[src/rtl/stepIterPkg.sv]
package stepIterPkg;
  typedef struct packed {
    logic load;      // copy load port into state
    logic incSub;    // sub-element index + 1
    logic clrSub;    // sub-element index to 0
    logic moveStep;  // element index to searched position
    logic wrapStep;  // element index to 0
    logic endPulse;  // raise loopEnd next cycle
  } stepCtrlT;
endpackage

[src/rtl/stepSearch.sv]
module stepSearch #(
  parameter int MAX_VL = 64,
  localparam int STEP_W = $clog2(MAX_VL),
  localparam int VL_W = STEP_W + 1
) (
  input  logic [STEP_W-1:0] curStep,
  input  logic [VL_W-1:0]   vl,
  input  logic              skipEn,
  input  logic [MAX_VL-1:0] predMask,
  output logic              found,
  output logic [STEP_W-1:0] nextIdx
);
  logic [MAX_VL-1:0] eligible;

  for (genvar k = 0; k < MAX_VL; k++) begin : gElig
    assign eligible[k] = (VL_W'(k) > {1'b0, curStep}) && (VL_W'(k) < vl)
                         && (!skipEn || predMask[k]);
  end

  // lowest eligible index wins
  always_comb begin
    found = 1'b0;
    nextIdx = '0;
    for (int k = MAX_VL - 1; k >= 0; k--) begin
      if (eligible[k]) begin
        found = 1'b1;
        nextIdx = STEP_W'(k);
      end
    end
  end
endmodule

[src/rtl/stepCtrl.sv]
module stepCtrl
  import stepIterPkg::*;
(
  input  logic       advance,
  input  logic       loadEn,
  input  logic       swapOrder,
  input  logic [1:0] curSub,
  input  logic [1:0] subvl,
  input  logic       found,
  output stepCtrlT   ctrl
);
  logic subEnd;
  assign subEnd = (curSub == subvl);

  always_comb begin
    ctrl = '0;
    if (loadEn) begin
      ctrl.load = 1'b1;
    end else if (advance) begin
      if (!swapOrder) begin
        if (!subEnd) begin
          ctrl.incSub = 1'b1;
        end else begin
          ctrl.clrSub = 1'b1;
          if (found) begin
            ctrl.moveStep = 1'b1;
          end else begin
            ctrl.wrapStep = 1'b1;
            ctrl.endPulse = 1'b1;
          end
        end
      end else begin
        if (found) begin
          ctrl.moveStep = 1'b1;
        end else begin
          ctrl.wrapStep = 1'b1;
          if (subEnd) begin
            ctrl.clrSub = 1'b1;
            ctrl.endPulse = 1'b1;
          end else begin
            ctrl.incSub = 1'b1;
          end
        end
      end
    end
  end
endmodule

[src/rtl/stepDatapath.sv]
module stepDatapath
  import stepIterPkg::*;
#(
  parameter int MAX_VL = 64,
  localparam int STEP_W = $clog2(MAX_VL)
) (
  input  logic              clk,
  input  logic              rstN,
  input  stepCtrlT          ctrl,
  input  logic [STEP_W-1:0] loadStep,
  input  logic [1:0]        loadSub,
  input  logic [STEP_W-1:0] nextIdx,
  output logic [STEP_W-1:0] curStep,
  output logic [1:0]        curSub,
  output logic              loopEnd
);
  always_ff @(posedge clk) begin
    if (!rstN) begin
      curStep <= '0;
      curSub  <= '0;
      loopEnd <= 1'b0;
    end else begin
      loopEnd <= ctrl.endPulse;
      if (ctrl.load)          curStep <= loadStep;
      else if (ctrl.moveStep) curStep <= nextIdx;
      else if (ctrl.wrapStep) curStep <= '0;
      if (ctrl.load)        curSub <= loadSub;
      else if (ctrl.clrSub) curSub <= '0;
      else if (ctrl.incSub) curSub <= curSub + 2'd1;
    end
  end
endmodule

[src/rtl/stepIterator.sv]
module stepIterator
  import stepIterPkg::*;
#(
  parameter int MAX_VL = 64,
  localparam int STEP_W = $clog2(MAX_VL),
  localparam int VL_W = STEP_W + 1
) (
  input  logic              clk,
  input  logic              rstN,
  input  logic              advance,
  input  logic              loadEn,
  input  logic [STEP_W-1:0] loadStep,
  input  logic [1:0]        loadSub,
  input  logic [VL_W-1:0]   vl,
  input  logic [1:0]        subvl,
  input  logic              swapOrder,
  input  logic              skipEn,
  input  logic [MAX_VL-1:0] predMask,
  output logic [STEP_W-1:0] curStep,
  output logic [1:0]        curSub,
  output logic              loopEnd
);
  stepCtrlT ctrl;
  logic found;
  logic [STEP_W-1:0] nextIdx;

  stepSearch #(.MAX_VL(MAX_VL)) uSearch (
    .curStep(curStep), .vl(vl), .skipEn(skipEn), .predMask(predMask),
    .found(found), .nextIdx(nextIdx)
  );

  stepCtrl uCtrl (
    .advance(advance), .loadEn(loadEn), .swapOrder(swapOrder),
    .curSub(curSub), .subvl(subvl), .found(found), .ctrl(ctrl)
  );

  stepDatapath #(.MAX_VL(MAX_VL)) uData (
    .clk(clk), .rstN(rstN), .ctrl(ctrl), .loadStep(loadStep),
    .loadSub(loadSub), .nextIdx(nextIdx), .curStep(curStep),
    .curSub(curSub), .loopEnd(loopEnd)
  );
endmodule

[config.mk]
export PLATFORM = sky130hd
export DESIGN_NAME = stepIterator
export DESIGN_NICKNAME = d
export VERILOG_FILES = /design/src/rtl/stepIterPkg.sv /design/src/rtl/stepSearch.sv /design/src/rtl/stepCtrl.sv /design/src/rtl/stepDatapath.sv /design/src/rtl/stepIterator.sv
export SDC_FILE = /design/constraint.sdc
export NUM_CORES = 1
export LEC_CHECK = 0
export BUFFER_PORTS_ARGS = -buffer_cell sky130_fd_sc_hd__clkbuf_2
export CAP_MARGIN = 20
export CORE_MARGIN = 5
export CORE_UTILIZATION = 35
export DETAILED_ROUTE_END_ITERATION = 6
export HOLD_SLACK_MARGIN = 0.08
export PLACE_DENSITY_LB_ADDON = 0.25
export SYNTH_ARGS = -nofsm -noshare
export SYNTH_HDL_FRONTEND = slang
export SYNTH_HIERARCHICAL = 1
export SYNTH_SLANG_ARGS = --single-unit
[constraint.sdc]
create_clock -name clk -period 3.8 [get_ports clk]
set_input_delay 0.38 -clock clk [delete_from_list [all_inputs] [get_ports clk]]
set_output_delay 0.38 -clock clk [all_outputs]
set_load 0.02 [all_outputs]
Word-level counts from Yosys, hierarchy flattened
Cells that the tools add are included.
{ "totals": {"out_inout_bits": 9, "wordCells": 469, "register_bits": 9} }
{ "op_classes": {"n_mux": 143, "bitwise_logic": 2, "reduce_logical": 193, "n_addsub": 1, "n_eq_ne": 1, "order_cmp": 126} }
{ "op_table": {"columns": ["cell", "n"], "rows": [
  ["2-to-1 mux 6 bit", 66],
  ["< comparator 6 x 7 -> 1 bit (first input constant)", 32],
  ["greater-than comparator 6 bit (first input constant)", 32],
  ["logical AND 1 bit", 126],
  ["< comparator 5 x 7 -> 1 bit (first input constant)", 16],
  ["greater-than comparator 5 x 6 -> 1 bit (first input constant)", 16],
  ["2-to-1 mux 1 bit", 67],
  ["logical OR 1 bit", 63],
  ["< comparator 4 x 7 -> 1 bit (first input constant)", 8],
  ["greater-than comparator 4 x 6 -> 1 bit (first input constant)", 8],
  ["< comparator 3 x 7 -> 1 bit (first input constant)", 4],
  ["greater-than comparator 3 x 6 -> 1 bit (first input constant)", 4],
  ["2-to-1 mux 5 bit", 3],
  ["< comparator 2 x 7 -> 1 bit (first input constant)", 2],
  ["greater-than comparator 2 x 6 -> 1 bit (first input constant)", 2],
  ["2-to-1 mux 2 bit", 6],
  ["< comparator 1 x 7 -> 1 bit (first input constant)", 1],
  ["greater-than comparator 1 x 6 -> 1 bit (first input constant)", 1],
  ["nonzero test 3 bit", 2],
  ["2-to-1 mux 4 bit", 1],
  ["OR reduction 3 bit", 1],
  ["adder 2 x 1 -> 2 bit (second input constant)", 1],
  ["== test 2 bit", 1],
  ["inverter 1 bit", 2],
  ["logical NOT 1 bit", 1]
]} }

Depth between registers and ports, before layout
{ "depth": {"depth_word": 74, "ltp_mapped": 16, "mapped_depth_nobuf": 14} }

By module
Netlist, hierarchy kept.
{ "modules_own_cells": {"columns": ["mod", "n_inst", "area_each_um2", "cells_each", "seq_area_each_um2"], "rows": [
  ["stepSearch", 1, 2785.2, 445, 0.0],
  ["stepDatapath", 1, 397.9, 47, 180.2],
  ["stepCtrl", 1, 81.3, 13, 0.0]
]} }

Least setup slack after synthesis
OpenSTA, ideal clock, no wires.
{ "synth_path": {"path_kind": "reg2reg", "from": "register uData.curStep[1]", "to": "register uData.curStep[2]", "path_slack_ns": 0.753, "stages_incl_launch_ff": 15, "period_less_slack_ns": 3.047, "setup_time_ns": 0.070, "arrival_ns": 2.977, "path_cell_list": "dfxtp_1 clkbuf_1 clkbuf_1 nand3_1 o2111a_1 a31oi_1 and2_1 nor3b_1 nand3_1 or3_1 o211a_1 buf_6 nor3b_1 a21oi_1 a21oi_1"} }
{ "synth_rtl": {"columns": ["item", "line", "rtl"], "rows": [
  ["from (decl)", "stepDatapath.sv:13", "output logic [STEP_W-1:0] curStep,"],
  ["from (signal assigned)", "stepDatapath.sv:24", "if (ctrl.load) curStep <= loadStep;"],
  ["from (signal assigned)", "stepDatapath.sv:25", "else if (ctrl.moveStep) curStep <= nextIdx;"]
]} }

==> results.ini <==
[logic_synthesis]
synth_cell_types=74
netlist_area_mm2=0.003264
synth.area.top_cells=a21oi_1 (6.1%), dfxtp_1 (5.5%), nor2_1 (5.5%)
syn-num-nets=592
synth.most_common_cell=nor2_1
synth_enable_flop_cells=0
synth.avg_cell_area_um2=6.464
seq_area_frac_synth_pct=5.519
synth_common_cells=nor2_1 (48), a21oi_1 (40), nand2_1 (33), o21ai_0 (33), buf_2 (23)
ys_ff_latch=9
async_flop_share_pct=0
synthFlopType=dfxtp_1
synth_top_area_cell=a21oi_1
synth_top_area_share_pct=6.133
synthCells=505
yosysWarnings=6

[sta]
finalSetupViolations=0
tightest_slew_ns=1.004
finClkSkew_ns=0.001299
finalCritPeriodShare_pct=95.93
min_period_ns=3.645
final_hold_viol_count=0
rsz0062_at_grt=false
fmax_ghz=0.2743
drv_slew=0
slew-limit-headroom_pct=31.33
setup_tns_ns=0

[min_path]
hold_class=primary input to register

[placement]
io_buffer_count=94
dp_cells=707
hpwlAfterDp_mm=11.86
gp_congestion=1.010

[setup_path]
cp.arrival_ns=3.75
crit_slowest_cell=dfxtp_1
critPathKind=register to register
critical-path-top-delay-family=simple AND/OR/NAND/NOR gates
crit_path_start_kind=register
crit_fanout=15
crit_required_ns=3.90
critPathBufInv=1
path_cells=buf_4, nand4_1, o221ai_1, a21boi_1, or3b_1, nor2b_1, nand2_1, or3_1, nor2b_1, o21a_1, nor3b_1, a21oi_1, a21oi_1
endpoint_kind=register
slowest_delay_ns=0.69

[grt]
grt_max_degree=21
grt.total_usage_pct=24.45
grt_pass1_wl_mm=22.58
antenna_found_initial=0
grt_pass1_vias=4398
overflow=0

[finish]
area_delta_synth_final_pct=22.50
nets=688
antennaDiodeCount=0
stdcell_count=711
final_layout_size_suffix_gt1_share_pct=26.50
final_core_util_pct=43.69

[routing]
routed_wl_mm=14.63
drt_iter0_markers=510
first_pass_iters=5
wl_per_cell_um=20.58
vias=4585
ant_nets=0
drc_errors=0
vias_per_cell=6.449

[clock_tree]
cts_tree=done
path_clk_slew_ns=0.04
clock_path_buffers=2
cts_root_buffer=clkbuf_8
cts_hold_buf=0
h-tree-depth=1
clk_latency_ns=0.23
post-cts-setup-buffers=0
cts_sinks=9
cts_made_buffers=3
cts_resized=0

[pwr]
power_density_mw_per_mm2=195.3
ir_drop_uv=292.9
p_leak_uw=0.001638

[floorplanning]
start_util_pct=35.67
dieWidth_um=106.6
dieArea_mm2=0.01136
pin_count=96
coreArea_mm2=0.009153
die_h_um=106.6
fp-row-count=35

[status]
status=complete, no violations

[job]
drv_cap=0

## logic make-up (layout without fill, tap and decap cells)
family          count (synthesis)  in the layout  synth area share, %
flops                           9              9                5.519
xor+xnor                        4              4                1.073
buf+inv                        63            158                9.161
compound gates                207            207                45.50
simple gates                  222            222                38.75
## area by class of cell
| class | instances | area [um^2] |
|---|---|---|
| Clock buffer | 4 | 45.04 |
| Fill cell | 971 | 5154 |
| Inverter | 19 | 71.32 |
| Multi-Input combinational cell | 433 | 2785 |
| Sequential cell | 9 | 180.2 |
| Tap cell | 111 | 138.9 |
| Timing Repair Buffer | 135 | 778.2 |
## worst paths after layout
check | depth (start not counted) | startpoint | end | slack (ns)
worst min-delay path | 3 | loadSub[1] | uData/curSub[1]$_SDFFE_PN0P_ | 0.38
worst max-delay path | 13 | uData/curStep[0]$_SDFFE_PN0P_ | uData/curStep[0]$_SDFFE_PN0P_ | 0.15
worst max register to register | 13 | uData/curStep[0]$_SDFFE_PN0P_ | uData/curStep[0]$_SDFFE_PN0P_ | 0.15
worst min register to register | 2 | uData/curSub[1]$_SDFFE_PN0P_ | uData/curSub[1]$_SDFFE_PN0P_ | 0.63
## cell usage in the layout (no fill, tap or decap), types with 7 or more instances in the layout
cell type and count:
a211oi_1 8, inv_1 19, nor2b_1 18, buf_4 41
nand2_1 33, nor3_1 13, dfxtp_1 9, clkbuf_2 94
a21oi_1 40, a2bb2oi_1 9, a2111oi_0 8, o2111ai_1 14
and3_1 9, a31oi_1 7, o21a_1 10, o22ai_1 7
nor2_1 48, nand2b_1 9, nor3b_1 11, nand4_1 9
or3_1 8, nand3_1 21, o21ai_0 33, o211ai_1 7
## through the flow
stage               area (um^2)  setup WS (ns)  hold WS (ns)  total power [uW]
global route               3999        0.01256        0.4127             832.5
detailed placement         3954         0.2089        0.6269             654.9
global placement           3954         0.2600        0.6022             655.5
floorplan                  3264         0.7528        0.5187             469.7
finish                     3999         0.1548        0.3826             781.1
CTS                        3999         0.2400        0.3837             766.3
## metal layers
metal	track usage, %	vias up	wire [um]
met5	0	-	0
met4	10.50	0	620
met3	3.311	41	1511
met2	38.94	312	6528
met1	32.98	2070	5972
li1	-	2162	-
## power by group
group	internal [uW]	leakage, uW	switching, uW
Sequential	101	0.0000745	20.9
Combinational	224	0.00154	327
Clock	72.9	0.0000228	35.3
Total	398	0.00164	383
## worst register-to-register path, stage by stage, from the launching register on
cell	delay [ns]
dfxtp_1	0.69
buf_4	0.24
nand4_1	0.16
o221ai_1	0.26
a21boi_1	0.25
or3b_1	0.42
nor2b_1	0.20
nand2_1	0.13
or3_1	0.45
nor2b_1	0.18
o21a_1	0.27
nor3b_1	0.08
a21oi_1	0.14
a21oi_1	0.08
## flip-flops by register name, indices dropped and copies added, names as in the netlist
signal         count
uData/loopEnd      1
uData/curSub       2
uData/curStep      6
Note: power is estimated with default switching activity, not from simulation.
